File: src/rtl/rgb_tg_pkg.sv
package rgb_tg_pkg;

    localparam int ACT_W   = 12;
    localparam int PORCH_W = 8;
    localparam int DIV_W   = 6;
    localparam int CNT_W   = ACT_W + 2;

    typedef struct packed {
        logic [ACT_W-1:0]   act_m1;
        logic [PORCH_W-1:0] sw_m1;
        logic [PORCH_W-1:0] bp_m1;
        logic [PORCH_W-1:0] fp_m1;
    } axis_cfg_t;

    typedef struct packed {
        logic [DIV_W-1:0] div;
        axis_cfg_t        h;
        axis_cfg_t        v;
        logic             pol_hs;
        logic             pol_vs;
        logic             pol_de;
    } tg_cfg_t;

    function automatic logic drive_pol(input logic active, input logic act_high);
        return act_high ? active : ~active;
    endfunction

endpackage

File: src/rtl/rgb_pix_div.sv
module rgb_pix_div #(
    parameter int DW = rgb_tg_pkg::DIV_W
) (
    input  logic          clk,
    input  logic          rst,
    input  logic          run,
    input  logic [DW-1:0] div,
    output logic          ce
);
    localparam logic [DW-1:0] ONE = DW'(1);

    logic [DW-1:0] cnt;
    logic [DW-1:0] lim;

    assign lim = (div == '0) ? ONE : div;
    assign ce  = run && (cnt >= lim);

    always_ff @(posedge clk) begin
        if (rst || !run || ce)
            cnt <= '0;
        else
            cnt <= cnt + ONE;
    end

    // the effective divide value is at least 1, so two enables never touch
    assert_ce_gap_R1: assert property (@(posedge clk) disable iff (rst)
        ce |=> !ce)
        else $error("pixel enable on consecutive clocks");

endmodule

File: src/rtl/rgb_axis_ctr.sv
module rgb_axis_ctr #(
    parameter int AW = rgb_tg_pkg::ACT_W,
    parameter int PW = rgb_tg_pkg::PORCH_W,
    parameter int CW = rgb_tg_pkg::CNT_W
) (
    input  logic          clk,
    input  logic          rst,
    input  logic          clr,
    input  logic          step,
    input  logic [AW-1:0] act_m1,
    input  logic [PW-1:0] sw_m1,
    input  logic [PW-1:0] bp_m1,
    input  logic [PW-1:0] fp_m1,
    output logic          last,
    output logic          in_sync,
    output logic          in_act,
    output logic [AW-1:0] coord
);
    localparam logic [CW-1:0] ONE = CW'(1);

    logic [CW-1:0] cnt;
    logic [CW-1:0] sync_end, act_start, act_end, last_idx;

    assign sync_end  = CW'(sw_m1) + ONE;
    assign act_start = sync_end + CW'(bp_m1) + ONE;
    assign act_end   = act_start + CW'(act_m1) + ONE;
    assign last_idx  = act_end + CW'(fp_m1);

    assign in_sync = cnt < sync_end;
    assign in_act  = (cnt >= act_start) && (cnt < act_end);
    assign last    = cnt == last_idx;
    assign coord   = in_act ? AW'(cnt - act_start) : '0;

    always_ff @(posedge clk) begin
        if (rst || clr)
            cnt <= '0;
        else if (step)
            cnt <= last ? '0 : cnt + ONE;
    end

    assert_cnt_bound_R2: assert property (@(posedge clk) disable iff (rst)
        cnt <= last_idx)
        else $error("position counter beyond programmed total");

endmodule

File: src/rtl/rgb_timing_gen.sv
module rgb_timing_gen
    import rgb_tg_pkg::*;
(
    input  logic               clk,
    input  logic               rst,
    input  logic               tg_en,
    input  logic [DIV_W-1:0]   div_val,
    input  logic [ACT_W-1:0]   h_active_m1,
    input  logic [PORCH_W-1:0] h_sync_m1,
    input  logic [PORCH_W-1:0] h_back_m1,
    input  logic [PORCH_W-1:0] h_front_m1,
    input  logic [ACT_W-1:0]   v_active_m1,
    input  logic [PORCH_W-1:0] v_sync_m1,
    input  logic [PORCH_W-1:0] v_back_m1,
    input  logic [PORCH_W-1:0] v_front_m1,
    input  logic               hs_pol_hi,
    input  logic               vs_pol_hi,
    input  logic               de_pol_hi,
    output logic               pix_ce,
    output logic               hsync,
    output logic               vsync,
    output logic               de,
    output logic [ACT_W-1:0]   pix_x,
    output logic [ACT_W-1:0]   pix_y
);
    tg_cfg_t live, sh;
    logic    run;
    logic    h_last, h_sync, h_act;
    logic    v_last, v_sync, v_act;
    logic [ACT_W-1:0] hx, vy;
    logic    frame_last;
    logic    hs_act, vs_act, de_act;

    assign live = '{div: div_val,
                    h: '{act_m1: h_active_m1, sw_m1: h_sync_m1,
                         bp_m1: h_back_m1, fp_m1: h_front_m1},
                    v: '{act_m1: v_active_m1, sw_m1: v_sync_m1,
                         bp_m1: v_back_m1, fp_m1: v_front_m1},
                    pol_hs: hs_pol_hi, pol_vs: vs_pol_hi, pol_de: de_pol_hi};

    rgb_pix_div #(.DW(DIV_W)) u_div (
        .clk(clk), .rst(rst), .run(run), .div(sh.div), .ce(pix_ce)
    );

    rgb_axis_ctr #(.AW(ACT_W), .PW(PORCH_W), .CW(CNT_W)) u_hctr (
        .clk(clk), .rst(rst), .clr(!run), .step(pix_ce),
        .act_m1(sh.h.act_m1), .sw_m1(sh.h.sw_m1),
        .bp_m1(sh.h.bp_m1), .fp_m1(sh.h.fp_m1),
        .last(h_last), .in_sync(h_sync), .in_act(h_act), .coord(hx)
    );

    rgb_axis_ctr #(.AW(ACT_W), .PW(PORCH_W), .CW(CNT_W)) u_vctr (
        .clk(clk), .rst(rst), .clr(!run), .step(pix_ce && h_last),
        .act_m1(sh.v.act_m1), .sw_m1(sh.v.sw_m1),
        .bp_m1(sh.v.bp_m1), .fp_m1(sh.v.fp_m1),
        .last(v_last), .in_sync(v_sync), .in_act(v_act), .coord(vy)
    );

    assign frame_last = pix_ce && h_last && v_last;

    always_ff @(posedge clk) begin
        if (rst) begin
            run <= 1'b0;
            sh  <= '0;
        end else begin
            if (!run || frame_last)
                sh <= live;
            if (!run)
                run <= tg_en;
            else if (frame_last && !tg_en)
                run <= 1'b0;
        end
    end

    assign hs_act = run && h_sync;
    assign vs_act = run && v_sync;
    assign de_act = run && h_act && v_act;

    assign hsync = drive_pol(hs_act, sh.pol_hs);
    assign vsync = drive_pol(vs_act, sh.pol_vs);
    assign de    = drive_pol(de_act, sh.pol_de);
    assign pix_x = de_act ? hx : '0;
    assign pix_y = de_act ? vy : '0;

    assert_de_no_sync_R4: assert property (@(posedge clk) disable iff (rst)
        de_act |-> !hs_act && !vs_act)
        else $error("data enable overlaps a sync pulse");

    assert_origin_R7: assert property (@(posedge clk) disable iff (rst)
        $rose(run) |-> h_sync && v_sync)
        else $error("raster did not start at the origin");

    assert_idle_quiet_R8: assert property (@(posedge clk) disable iff (rst)
        !run |-> !pix_ce)
        else $error("pixel enable while idle");

    assert_stop_R8: assert property (@(posedge clk) disable iff (rst)
        run && frame_last && !tg_en |=> !run)
        else $error("raster kept running after stop request");

    assert_shadow_hold_R9: assert property (@(posedge clk) disable iff (rst)
        run && $past(run) && !$past(frame_last) |-> $stable(sh))
        else $error("shadow timing changed inside a frame");

endmodule

File: config.mk
export PLATFORM = sky130hd
export DESIGN_NAME = rgb_timing_gen
export DESIGN_NICKNAME = d
export VERILOG_FILES = /design/src/rtl/rgb_tg_pkg.sv /design/src/rtl/rgb_pix_div.sv /design/src/rtl/rgb_axis_ctr.sv /design/src/rtl/rgb_timing_gen.sv
export SDC_FILE = /design/constraint.sdc
export NUM_CORES = 1
export LEC_CHECK = 0
export ABC_AREA = 1
export BUFFER_PORTS_ARGS = -buffer_cell sky130_fd_sc_hd__buf_4
export CORE_ASPECT_RATIO = 1.75
export CORE_MARGIN = 3
export CORE_UTILIZATION = 35
export DETAILED_ROUTE_END_ITERATION = 8
export PLACE_DENSITY_LB_ADDON = 0.12
export REMOVE_ABC_BUFFERS = 1
export SETUP_SLACK_MARGIN = 0.15
export SYNTH_ARGS = -nofsm -noshare
export SYNTH_HDL_FRONTEND = slang
export SYNTH_SLANG_ARGS = --single-unit
File: constraint.sdc
create_clock -name clk -period 8.08 [get_ports clk]
set_input_delay 0.808 -clock clk [delete_from_list [all_inputs] [get_ports clk]]
set_output_delay 0.808 -clock clk [all_outputs]
set_load 0.02 [all_outputs]
==> qor.csv <==
stage,metric,value,unit
worst_hold_path,Min-Delay Path Class,register to register,
yosys,"count leader, synth",nand2_1,
route,via density per instance,4.88,
floorplan,Die Wd,143,um
worst_hold_path,Hold Path End,u_div.cnt[0],
setup_path,Critical Path Sink Type,primary output,
floorplan,Std-Cell Rows,87,
setup_path,CP max stage delay,0.40,ns
route,drt wl/cell,15.6,um
yosys,yosys warns,0,
route,DR iter-0 viols,436,
setup_path,startpoint types,register,
setup_path,Crit Reg-Reg Endpoint,sh[67],
final_layout,diode count,0,
clocking,H-tree levels,4,
setup_path,critical register-to-register path startpoint,sh[19],
clocking,worst-case clock buffer depth,2,
final_layout,fin area,13200,sq um
global_route,largest net degree at the start of global routing,104,
setup_path,kind of critical path,register to primary output,
timing,worst slew pin tran,0.884,ns
timing,fin. max-slew vios,0,
route,DR pass1 iterations,5,
yosys,synth top area cells,"dfxtp_1 (20%), ha_1 (14%), nand2_1 (13%)",
yosys,mux cell area share after synthesis,0,
yosys,Synth Area in Adders,0.150,
timing,slack of the critical path,0.758,ns
setup_path,crit-path max FO,9,
timing,final worst-path cycle share,0.906,
timing,unrepaired setup endpoints after global routing,false,
setup_path,cell repeated most along the worst path,inv_1,
timing,setup TNS,0,ns
yosys,Yosys reg bits,116,
global_route,Overall Global Routing Usage,0.202,
global_route,gr ovfl total,0,
final_layout,Layout area overhead,14.6,%
clocking,CTS tree,done,
global_route,first-pass GRT wire length,55300,um
power,Lkg Pwr,6.86,nW
yosys,post-synthesis simple-gate area fraction,0.327,
route,ANT nets after route,0,
yosys,Mapped Cells,1773,
timing,relative slew slack,0.410,
yosys,Post-Synth XOR/XNOR Area,0.0592,
power,PD cells,211,nW/um^2
run,max_cap viols,0,
setup_path,R2R Setup Slk,1.46,ns
timing,fmax,137,MHz
setup_path,critical path's slowest cell,nor2_2,
route,vias,11100,
yosys,Most used DFF post-synth,dfxtp_1,
global_route,antenna violations before repair,0,
clocking,"Clk pin slew, worst setup/hold paths",0.06,ns
clocking,CTS sink cnt,116,
yosys,main combinational cell family by area after synthesis,simple AND/OR/NAND/NOR gates,
global_route,vias in the first global route,11000,
yosys,Async SR Flop Fraction,0,
floorplan,starting density of the core,0.355,
yosys,Synth top area share,0.202,
placed_design,GP Congestion,0.894,
final_layout,share of layout cells above drive strength 1,0.138,
clocking,clock buffer count from CTS,17,
route,WL final,35500,um
outcome,status,"finished, final reports clean",
final_layout,nets,2080,
clocking,root buf cell,clkbuf_16,
worst_hold_path,hold_sp,u_div.cnt[0],
setup_path,Worst EP required,7.27,ns
route,# DRC,0,
timing,Hold Fails Final Rpt,0,
yosys,post-synthesis compound-gate area fraction,0.132,
floorplan,core area,32300,sq um
placed_design,number of port buffers,111,
final_layout,fill count,3531,
yosys,number of synthesized flops with an enable pin,0,
placed_design,pre-CTS setup slack,0.797,ns
power,Peak VDD IR,0.124,mV
yosys,syn avg cell area,6.48,sq um
setup_path,R2R depth,33,
yosys,sequential fraction of the synthesis area,0.202,
timing,worst clock skew,0.0153,ns
yosys,cell taking the most area after synthesis,dfxtp_1,
yosys,Netlist cell types,51,
floorplan,die area,35100,sq um
timing,final count of negative-setup-slack endpoints,0,
floorplan,I/O pin total,112,
setup_path,CP arrival,6.51,ns
placed_design,Area after DPL,12500,sq um
timing,Tmin final,7.32,ns
placed_design,Final HPWL DP,28400,um
clocking,worst skew pair latency,0.44,ns
yosys,synth cell count leaders,"nand2_1 (404), inv_1 (298), nor2_1 (205)",
worst_hold_path,worst hold path depth,1,
yosys,Mapped Area,11500,sq um
floorplan,die height,246,um
[flip-flops by register name, indices dropped and copies added (netlist names)]
signal	count
run	1
sh	81
u_div.cnt	6
u_hctr.cnt	14
u_vctr.cnt	14
[timing repair]
item	4_1_cts	5_1_grt
endpoints found under the hold margin	0	0
hold buffers	0	0
buffers inserted	0	3
gates resized for setup	0	1
setup endpoints to repair	0	17
[per-layer routing]
layer | share of wire | global-route usage | wire, um | vias up
li1 | - | - | - | 5838
met1 | 0.36 | 0.188 | 12800 | 5012
met2 | 0.57 | 0.412 | 20200 | 170
met3 | 0.020 | 0.0234 | 702 | 76
met4 | 0.050 | 0.106 | 1790 | 0
met5 | 0 | 0 | 0 | -
[worst max path at each step]
| stage | from | endpoint | slack [ns] | depth (start not counted) |
|---|---|---|---|---|
| after floorplan | run | u_vctr.cnt[10] | 1.07 | 9 |
| after detailed placement | sh[55] | pix_y[2] | 0.80 | 31 |
| after global placement | sh[55] | pix_y[10] | 0.88 | 31 |
| after global routing | sh[19] | pix_y[2] | 0.12 | 30 |
| after CTS | sh[55] | pix_y[2] | 0.30 | 31 |
| final | sh[19] | pix_y[2] | 0.76 | 31 |
[layout by cell type, fill, tap and decap left out, drive strengths merged, types with 36 or more instances in the layout]
cell type / instances
o21ai: 36
nor2: 211
nand3: 174
ha: 125
buf: 119
dfxtp: 116
inv: 304
xor2: 62
nand2: 415
a21oi: 159
[critical path: cells and delay by family (launching register included)]
| family | cells | cell delay, ns |
|---|---|---|
| buffers and inverters | 8 | 0.94 |
| AND/OR/NAND/NOR | 10 | 1.66 |
| flip-flops | 1 | 0.38 |
| XOR/XNOR | 2 | 0.56 |
| AO/OA/AOI/OAI | 8 | 1.55 |
| adder cells (fa/ha/maj) | 3 | 0.99 |
[per-stage QoR]
| stage | hold slack (ns) | util | total power [mW] | instances |
|---|---|---|---|---|
| after floorplan | 0.430 | - | 1.67 | 1725 |
| after global placement | 0.446 | 0.388 | 2.00 | 2241 |
| after detailed placement | 0.459 | 0.388 | 2.01 | 2241 |
| after CTS | 0.471 | 0.406 | 2.82 | 2273 |
| after global routing | 0.484 | 0.407 | 3.02 | 2276 |
| final | 0.468 | 0.407 | 2.78 | 2276 |
[kinds of logic after synthesis]
| group | after synthesis |
|---|---|
| XOR/XNOR | 76 |
| AO/OA/AOI/OAI | 231 |
| AND/OR/NAND/NOR | 866 |
| buffers and inverters | 351 |
| adder cells (fa/ha/maj) | 133 |
| flip-flops | 116 |
[report_power, final]
part | internal [mW] | leakage, nW | switching, mW
clock | 0.490 | 0.288 | 0.301
sequential | 0.611 | 0.958 | 0.0337
combinational | 0.498 | 5.61 | 0.844
[final cells by class]
type / count / area (sq um) / area share
clock buffer: 22 / 485 / 0.0369
clock inverter: 10 / 119 / 0.00903
timing repair buffer: 119 / 906 / 0.0688
multi-input combinational: 1306 / 7690 / 0.584
inverter: 303 / 1140 / 0.0867
sequential: 116 / 2330 / 0.177
tap: 400 / 500 / 0.0380
(Power assumes the default switching activity.)
